===== src/rtl/line_enc_pkg.sv =====
package line_enc_pkg;
    localparam int BYTE_W = 8;
    localparam int LO_W   = 5;
    localparam int HI_W   = BYTE_W - LO_W;
    localparam int SIX_W  = LO_W + 1;
    localparam int FOUR_W = HI_W + 1;
    localparam int CODE_W = SIX_W + FOUR_W;

    typedef enum logic {RD_NEG = 1'b0, RD_POS = 1'b1} rd_e;

    typedef struct packed {
        logic              valid;
        logic              ctrl_err;
        logic [SIX_W-1:0]  six;       // base for negative disparity
        logic              unbal6;
        logic              alt6;      // balanced but still alternates
        logic [FOUR_W-1:0] four;      // primary base
        logic              unbal4;
        logic              alt4;
        logic              a7_force;  // control with y=7
        logic              a7_neg;    // alternate when mid disparity negative
        logic              a7_pos;    // alternate when mid disparity positive
    } cls_t;
endpackage


===== src/rtl/sub_5b6b.sv =====
module sub_5b6b
    import line_enc_pkg::*;
(
    input  logic [LO_W-1:0]  x,
    input  logic             k28,
    output logic [SIX_W-1:0] six,
    output logic             unbal6,
    output logic             alt6
);
    always_comb begin
        unique case (x)
            5'd0:  six = 6'b100111;
            5'd1:  six = 6'b011101;
            5'd2:  six = 6'b101101;
            5'd3:  six = 6'b110001;
            5'd4:  six = 6'b110101;
            5'd5:  six = 6'b101001;
            5'd6:  six = 6'b011001;
            5'd7:  six = 6'b111000;
            5'd8:  six = 6'b111001;
            5'd9:  six = 6'b100101;
            5'd10: six = 6'b010101;
            5'd11: six = 6'b110100;
            5'd12: six = 6'b001101;
            5'd13: six = 6'b101100;
            5'd14: six = 6'b011100;
            5'd15: six = 6'b010111;
            5'd16: six = 6'b011011;
            5'd17: six = 6'b100011;
            5'd18: six = 6'b010011;
            5'd19: six = 6'b110010;
            5'd20: six = 6'b001011;
            5'd21: six = 6'b101010;
            5'd22: six = 6'b011010;
            5'd23: six = 6'b111010;
            5'd24: six = 6'b110011;
            5'd25: six = 6'b100110;
            5'd26: six = 6'b010110;
            5'd27: six = 6'b110110;
            5'd28: six = 6'b001110;
            5'd29: six = 6'b101110;
            5'd30: six = 6'b011110;
            5'd31: six = 6'b101011;
        endcase
        if (k28) six = 6'b001111;
        unbal6 = ($countones(six) != 3);
        alt6   = (x == 5'd7) && !k28;
    end
endmodule


===== src/rtl/sub_3b4b.sv =====
module sub_3b4b
    import line_enc_pkg::*;
(
    input  logic [HI_W-1:0]   y,
    input  logic [LO_W-1:0]   x,
    input  logic              kval,
    output logic [FOUR_W-1:0] four,
    output logic              unbal4,
    output logic              alt4,
    output logic              a7_force,
    output logic              a7_neg,
    output logic              a7_pos
);
    logic [FOUR_W-1:0] dcode, kcode;
    logic              y7;

    always_comb begin
        unique case (y)
            3'd0: begin dcode = 4'b1011; kcode = 4'b1011; end
            3'd1: begin dcode = 4'b1001; kcode = 4'b0110; end
            3'd2: begin dcode = 4'b0101; kcode = 4'b1010; end
            3'd3: begin dcode = 4'b1100; kcode = 4'b1100; end
            3'd4: begin dcode = 4'b1101; kcode = 4'b1101; end
            3'd5: begin dcode = 4'b1010; kcode = 4'b0101; end
            3'd6: begin dcode = 4'b0110; kcode = 4'b1001; end
            3'd7: begin dcode = 4'b1110; kcode = 4'b0111; end
        endcase
        y7       = (y == 3'd7);
        four     = kval ? kcode : dcode;
        unbal4   = ($countones(four) != 2);
        alt4     = kval || (y == 3'd3) || y7;
        a7_force = kval && y7;
        a7_neg   = !kval && y7 && (x == 5'd17 || x == 5'd18 || x == 5'd20);
        a7_pos   = !kval && y7 && (x == 5'd11 || x == 5'd13 || x == 5'd14);
    end
endmodule


===== src/rtl/rd_ctrl.sv =====
module rd_ctrl
    import line_enc_pkg::*;
(
    input  logic              clk,
    input  logic              rst_n,
    input  cls_t              cls,
    output logic              out_valid,
    output logic [CODE_W-1:0] out_code,
    output logic              out_ctrl_err
);
    rd_e               rd_q, rd_d;
    logic              compl6, compl4, mid_pos, use_a7;
    logic [FOUR_W-1:0] four_sel;
    logic [CODE_W-1:0] code_d;

    // Disparity chain: 6-bit half first, 4-bit half sees the mid value.
    always_comb begin
        unique case (rd_q)
            RD_NEG: begin compl6 = 1'b0;                mid_pos = cls.unbal6;  end
            RD_POS: begin compl6 = cls.unbal6 | cls.alt6; mid_pos = !cls.unbal6; end
        endcase
        use_a7   = cls.a7_force | (!mid_pos & cls.a7_neg) | (mid_pos & cls.a7_pos);
        four_sel = use_a7 ? 4'b0111 : cls.four;
        compl4   = mid_pos & (cls.unbal4 | cls.alt4);
        code_d   = {compl6 ? ~cls.six : cls.six, compl4 ? ~four_sel : four_sel};
        if (!cls.valid)
            rd_d = rd_q;                              // HOLD on idle
        else
            rd_d = ((cls.unbal4 ? !mid_pos : mid_pos)) ? RD_POS : RD_NEG;
    end

    always_ff @(posedge clk or negedge rst_n) begin
        if (!rst_n) rd_q <= RD_NEG;
        else        rd_q <= rd_d;
    end

    always_ff @(posedge clk or negedge rst_n) begin
        if (!rst_n) begin
            out_valid    <= 1'b0;
            out_code     <= '0;
            out_ctrl_err <= 1'b0;
        end else begin
            out_valid    <= cls.valid;
            out_code     <= cls.valid ? code_d : out_code;
            out_ctrl_err <= cls.valid & cls.ctrl_err;
        end
    end

    p_weight_r3: assert property (@(posedge clk) disable iff (!rst_n)
        out_valid |-> ($countones(out_code) >= 4 && $countones(out_code) <= 6));
    p_heavy_r4: assert property (@(posedge clk) disable iff (!rst_n)
        (out_valid && $countones(out_code) == 6) |-> rd_q == RD_POS);
    p_light_r4: assert property (@(posedge clk) disable iff (!rst_n)
        (out_valid && $countones(out_code) == 4) |-> rd_q == RD_NEG);
    p_idle_hold_r9: assert property (@(posedge clk) disable iff (!rst_n)
        !cls.valid |=> $stable(rd_q));
    p_err_valid_r8: assert property (@(posedge clk) disable iff (!rst_n)
        out_ctrl_err |-> out_valid);
endmodule


===== src/rtl/line_enc_8b10b.sv =====
module line_enc_8b10b
    import line_enc_pkg::*;
#(
    parameter bit PIPELINED = 1'b1
) (
    input  logic              clk,
    input  logic              rst_n,
    input  logic              in_valid,
    input  logic              in_ctrl,
    input  logic [7:0]        in_byte,
    output logic              out_valid,
    output logic [9:0]        out_code,
    output logic              out_ctrl_err
);
    localparam int LAT = PIPELINED ? 3 : 2;

    logic              a_valid, a_ctrl;
    logic [BYTE_W-1:0] a_byte;
    logic [LO_W-1:0]   x;
    logic [HI_W-1:0]   y;
    logic              legal, kval;
    cls_t              cls_c, cls_s;

    always_ff @(posedge clk or negedge rst_n) begin
        if (!rst_n) begin
            a_valid <= 1'b0;
            a_ctrl  <= 1'b0;
            a_byte  <= '0;
        end else begin
            a_valid <= in_valid;
            a_ctrl  <= in_ctrl;
            a_byte  <= in_byte;
        end
    end

    assign x     = a_byte[LO_W-1:0];
    assign y     = a_byte[BYTE_W-1:LO_W];
    assign legal = (x == 5'd28) ||
                   ((y == 3'd7) && (x == 5'd23 || x == 5'd27 || x == 5'd29 || x == 5'd30));
    assign kval  = a_ctrl && legal;

    sub_5b6b u_lo (
        .x(x), .k28(kval && (x == 5'd28)),
        .six(cls_c.six), .unbal6(cls_c.unbal6), .alt6(cls_c.alt6)
    );

    sub_3b4b u_hi (
        .y(y), .x(x), .kval(kval),
        .four(cls_c.four), .unbal4(cls_c.unbal4), .alt4(cls_c.alt4),
        .a7_force(cls_c.a7_force), .a7_neg(cls_c.a7_neg), .a7_pos(cls_c.a7_pos)
    );

    assign cls_c.valid    = a_valid;
    assign cls_c.ctrl_err = a_ctrl && !legal;

    generate
        if (PIPELINED) begin : g_pipe
            always_ff @(posedge clk or negedge rst_n) begin
                if (!rst_n) cls_s <= '0;
                else        cls_s <= cls_c;
            end
        end else begin : g_flat
            assign cls_s = cls_c;
        end
    endgenerate

    rd_ctrl u_rd (
        .clk(clk), .rst_n(rst_n), .cls(cls_s),
        .out_valid(out_valid), .out_code(out_code), .out_ctrl_err(out_ctrl_err)
    );

    p_latency_r1: assert property (@(posedge clk) disable iff (!rst_n)
        out_valid |-> $past(in_valid, LAT));
    p_err_needs_flag_r8: assert property (@(posedge clk) disable iff (!rst_n)
        out_ctrl_err |-> $past(in_ctrl, LAT));
endmodule


===== config.mk =====
export PLATFORM = sky130hd
export DESIGN_NAME = line_enc_8b10b
export DESIGN_NICKNAME = d
export VERILOG_FILES = /design/src/rtl/line_enc_pkg.sv /design/src/rtl/sub_5b6b.sv /design/src/rtl/sub_3b4b.sv /design/src/rtl/rd_ctrl.sv /design/src/rtl/line_enc_8b10b.sv
export SDC_FILE = /design/constraint.sdc
export NUM_CORES = 1
export LEC_CHECK = 0
export BUFFER_PORTS_ARGS = -buffer_cell sky130_fd_sc_hd__buf_4
export CAP_MARGIN = 5
export CORE_MARGIN = 2
export CORE_UTILIZATION = 52
export DETAILED_ROUTE_END_ITERATION = 10
export GPL_ROUTABILITY_DRIVEN = 0
export GPL_TIMING_DRIVEN = 0
export PLACE_DENSITY = 0.75
export SKIP_CTS_REPAIR_TIMING = 1
export SYNTH_ARGS = -nofsm -noshare
export SYNTH_HDL_FRONTEND = slang
export SYNTH_SLANG_ARGS = --single-unit

===== constraint.sdc =====
create_clock -name clk -period 3.2 [get_ports clk]
set_clock_uncertainty 0.1 [all_clocks]
set_input_delay 0.64 -clock clk [delete_from_list [all_inputs] [get_ports clk]]
set_output_delay 0.64 -clock clk [all_outputs]
set_load 0.01 [all_outputs]

==> results.toml <==
[run_status]
status = "finished clean"

[drt]
drt_iter0_markers = 74
first_pass_iters = 4
wl_mm = 3.66
route.antenna.remaining_nets = 0
drc_errors = 0
dr_total_vias = 1528
viasPerCell = 5.42
wl_per_cell_um = 13.0

[power_and_ir_drop]
power_mw = 1.69
cellLeakagePower_nw = 1.21
ir_drop_uv = 304
powerDensity_nw_per_um2 = 647

[clocking]
ctsRootBufferMaster = "clkbuf_8"
ctsLongestPathBuffers = 2
cts_buffers = 5
clk_pin_slew_ps = 80
clock_latency_ps = 290
cts_tree = "done"
cts_max_level = 2
cts.sinks = 42

[die]
pin_count = 24
die_height_um = 68.9
die_area_um2 = 4740
rows = 23
core_area_um2 = 4030
die_w_um = 68.9
start_util_pct = 54.3

[layout]
area_growth_pct = 19.2
layout.nets = 260
layout_common_cells = "dfrtp_1 (41), buf_4 (27), nor2_1 (15)"
antenna_cells = 0
seqCellArea_um2 = 1050
drive_above_1_share_pct = 28.0
final.fill_count = 329
multi_input_area_um2 = 1100
layout_commonest_cell = "dfrtp_1"

[grt]
grt_max_degree = 43
grt.overflow.total = 0
grt_first_pass_wirelength_mm = 6.17
antenna_found_initial = 0
grt_util_all_layers_pct = 17.7
grt_pass1_vias = 1474

[job]
drv_cap = 0

[timing]
rsz0062_at_grt = "true"
slew_violations = 0
finalHoldViolations = 0
post-route-period-util_pct = 98.0
fin_setup_tns_ps = 0
slew_headroom_pct = 66.6
finalSetupViolCount = 0
max_freq_mhz = 319
min_period_ps = 3140
tightest_slew_ps = 501

[setup_path]
cp-startpoint = "a_byte[0]"
cp_max_fo = 8
endpoint_kind = "register"
regToRegSetupSlack_ps = 60
start_kind = "register"
cp_slowest_stage_delay_ps = 570
worstPathRequired_ps = 3260
r2r_cells = 9
crit_end = "cls_s[10]"
r2r_start = "a_byte[0]"
crit_slowest_cell = "or4b_2"
critPathKind = "reg -> reg"
path_cells = "inv_2 -> ha_4 -> and4_4 -> nand2_1 -> and3_1 -> ha_1 -> fa_1 -> ha_1 -> or4b_2"
r2r_end = "cls_s[10]"
arrival_ps = 3190
path_common_cell = "ha_1"

[synthesis]
synth_top_area_share_pct = 48.1
ys_top_cells_by_area = "dfrtp_1 (48%), ha_1 (8.0%), xor2_1 (4.8%), nor2_1 (2.9%), fa_1 (2.7%)"
synth_warnings = 0
postSynthCellCount = 197
ys_types = 46
ys_seq_elements = 42
ys_seq_area_share_pct = 48.1
syn_area_per_cell_um2 = 11.1
yosysTopAreaCell = "dfrtp_1"
synth-edff-count = 0
synth_area_um2 = 2190
synthFlopType = "dfrtp_1"
synthArstFlopShare_pct = 100
syn-num-nets = 226

[place]
io_buffer_count = 23
hpwlAfterDp_mm = 2.58

[min_path]
holdCritPathClass = "in -> async"
==> routing by layer <==
metal	vias up	part of all wire [%]	GRT usage, %
li1	750	-	-
met1	716	44	20.4
met2	52	49	31.4
met3	10	5.9	5.19
met4	0	1.6	5.64
met5	-	0	0
==> state kept, by name, indices dropped and copies added, names as in the netlist <==
register and flops:
cls_s 19, u_rd.out_code 10, a_byte 8, a_ctrl 1, a_valid 1, u_rd.out_ctrl_err 1, u_rd.out_valid 1, u_rd.rd_q 1
==> final cells by class <==
| type | count | area share (%) |
|---|---|---|
| multi-input cells | 136 | 42.2 |
| flip-flops and latches | 42 | 40.4 |
| repair buffers | 27 | 7.77 |
| clock buffers | 6 | 3.17 |
| well taps | 50 | 2.40 |
| plain buffers | 9 | 2.06 |
| inverters | 10 | 1.54 |
| clock inverters | 2 | 0.480 |
==> critical path, delay by kind of cell (launching register included) <==
kind | cells | cell delay (ps)
simple gates | 4 | 1140
fa+ha+maj | 4 | 1200
buf+inv | 1 | 140
flops | 1 | 420
==> logic make-up after synthesis <==
family                     after synthesis  share of synthesized area, %
buffers and inverters                   19                          3.89
adders and majority gates               17                          10.8
xor gates and xnor gates                15                          6.87
DFF                                     42                          48.1
and+or+nand+nor                         57                          13.2
muxes                                    9                          4.52
AOI/OAI and AO/OA                       38                          12.7
==> power by group <==
part	switching (mW)	internal (mW)	total, mW	leakage, nW
logic	0.300	0.330	0.630	0.673
clock network	0.172	0.173	0.346	0.0472
registers	0.0760	0.635	0.711	0.490
==> synthesized netlist by cell type (all sizes together), types with 4 or more instances <==
master and number:
a211oi 5, ha 14, xor2 12, a21oi 10
o21ai 7, inv 10, nor2 18, mux2 4
nor3 7, mux2i 5, buf 6, a31oi 5
dfrtp 42, nor3b 4, nand2 13
==> through the flow <==
step | hold WS, ps | area (um2) | instances | utilization, % | worst slack, ps
after floorplan | 231 | 2190 | 197 | - | 112
after global placement | 233 | 2420 | 270 | 60.1 | -187
after detailed placement | 243 | 2420 | 270 | 60.1 | -184
after CTS | 228 | 2520 | 278 | 62.5 | -191
after global routing | 249 | 2610 | 282 | 64.7 | -20.9
final | 212 | 2610 | 282 | 64.7 | 64.2
==> worst min-delay path by stage <==
| stage | to | slack (ps) | start | cells after the start |
|---|---|---|---|---|
| after global routing | u_rd.out_code[2] | 250 | rst_n | 1 |
| after global placement | cls_s[18] | 230 | a_valid | 0 |
| final | u_rd.out_code[2] | 210 | rst_n | 1 |
| after floorplan | cls_s[18] | 230 | a_valid | 0 |
| after detailed placement | cls_s[18] | 240 | a_valid | 0 |
| after CTS | u_rd.out_code[2] | 230 | rst_n | 1 |
Power figures use the tool's default switching activity.
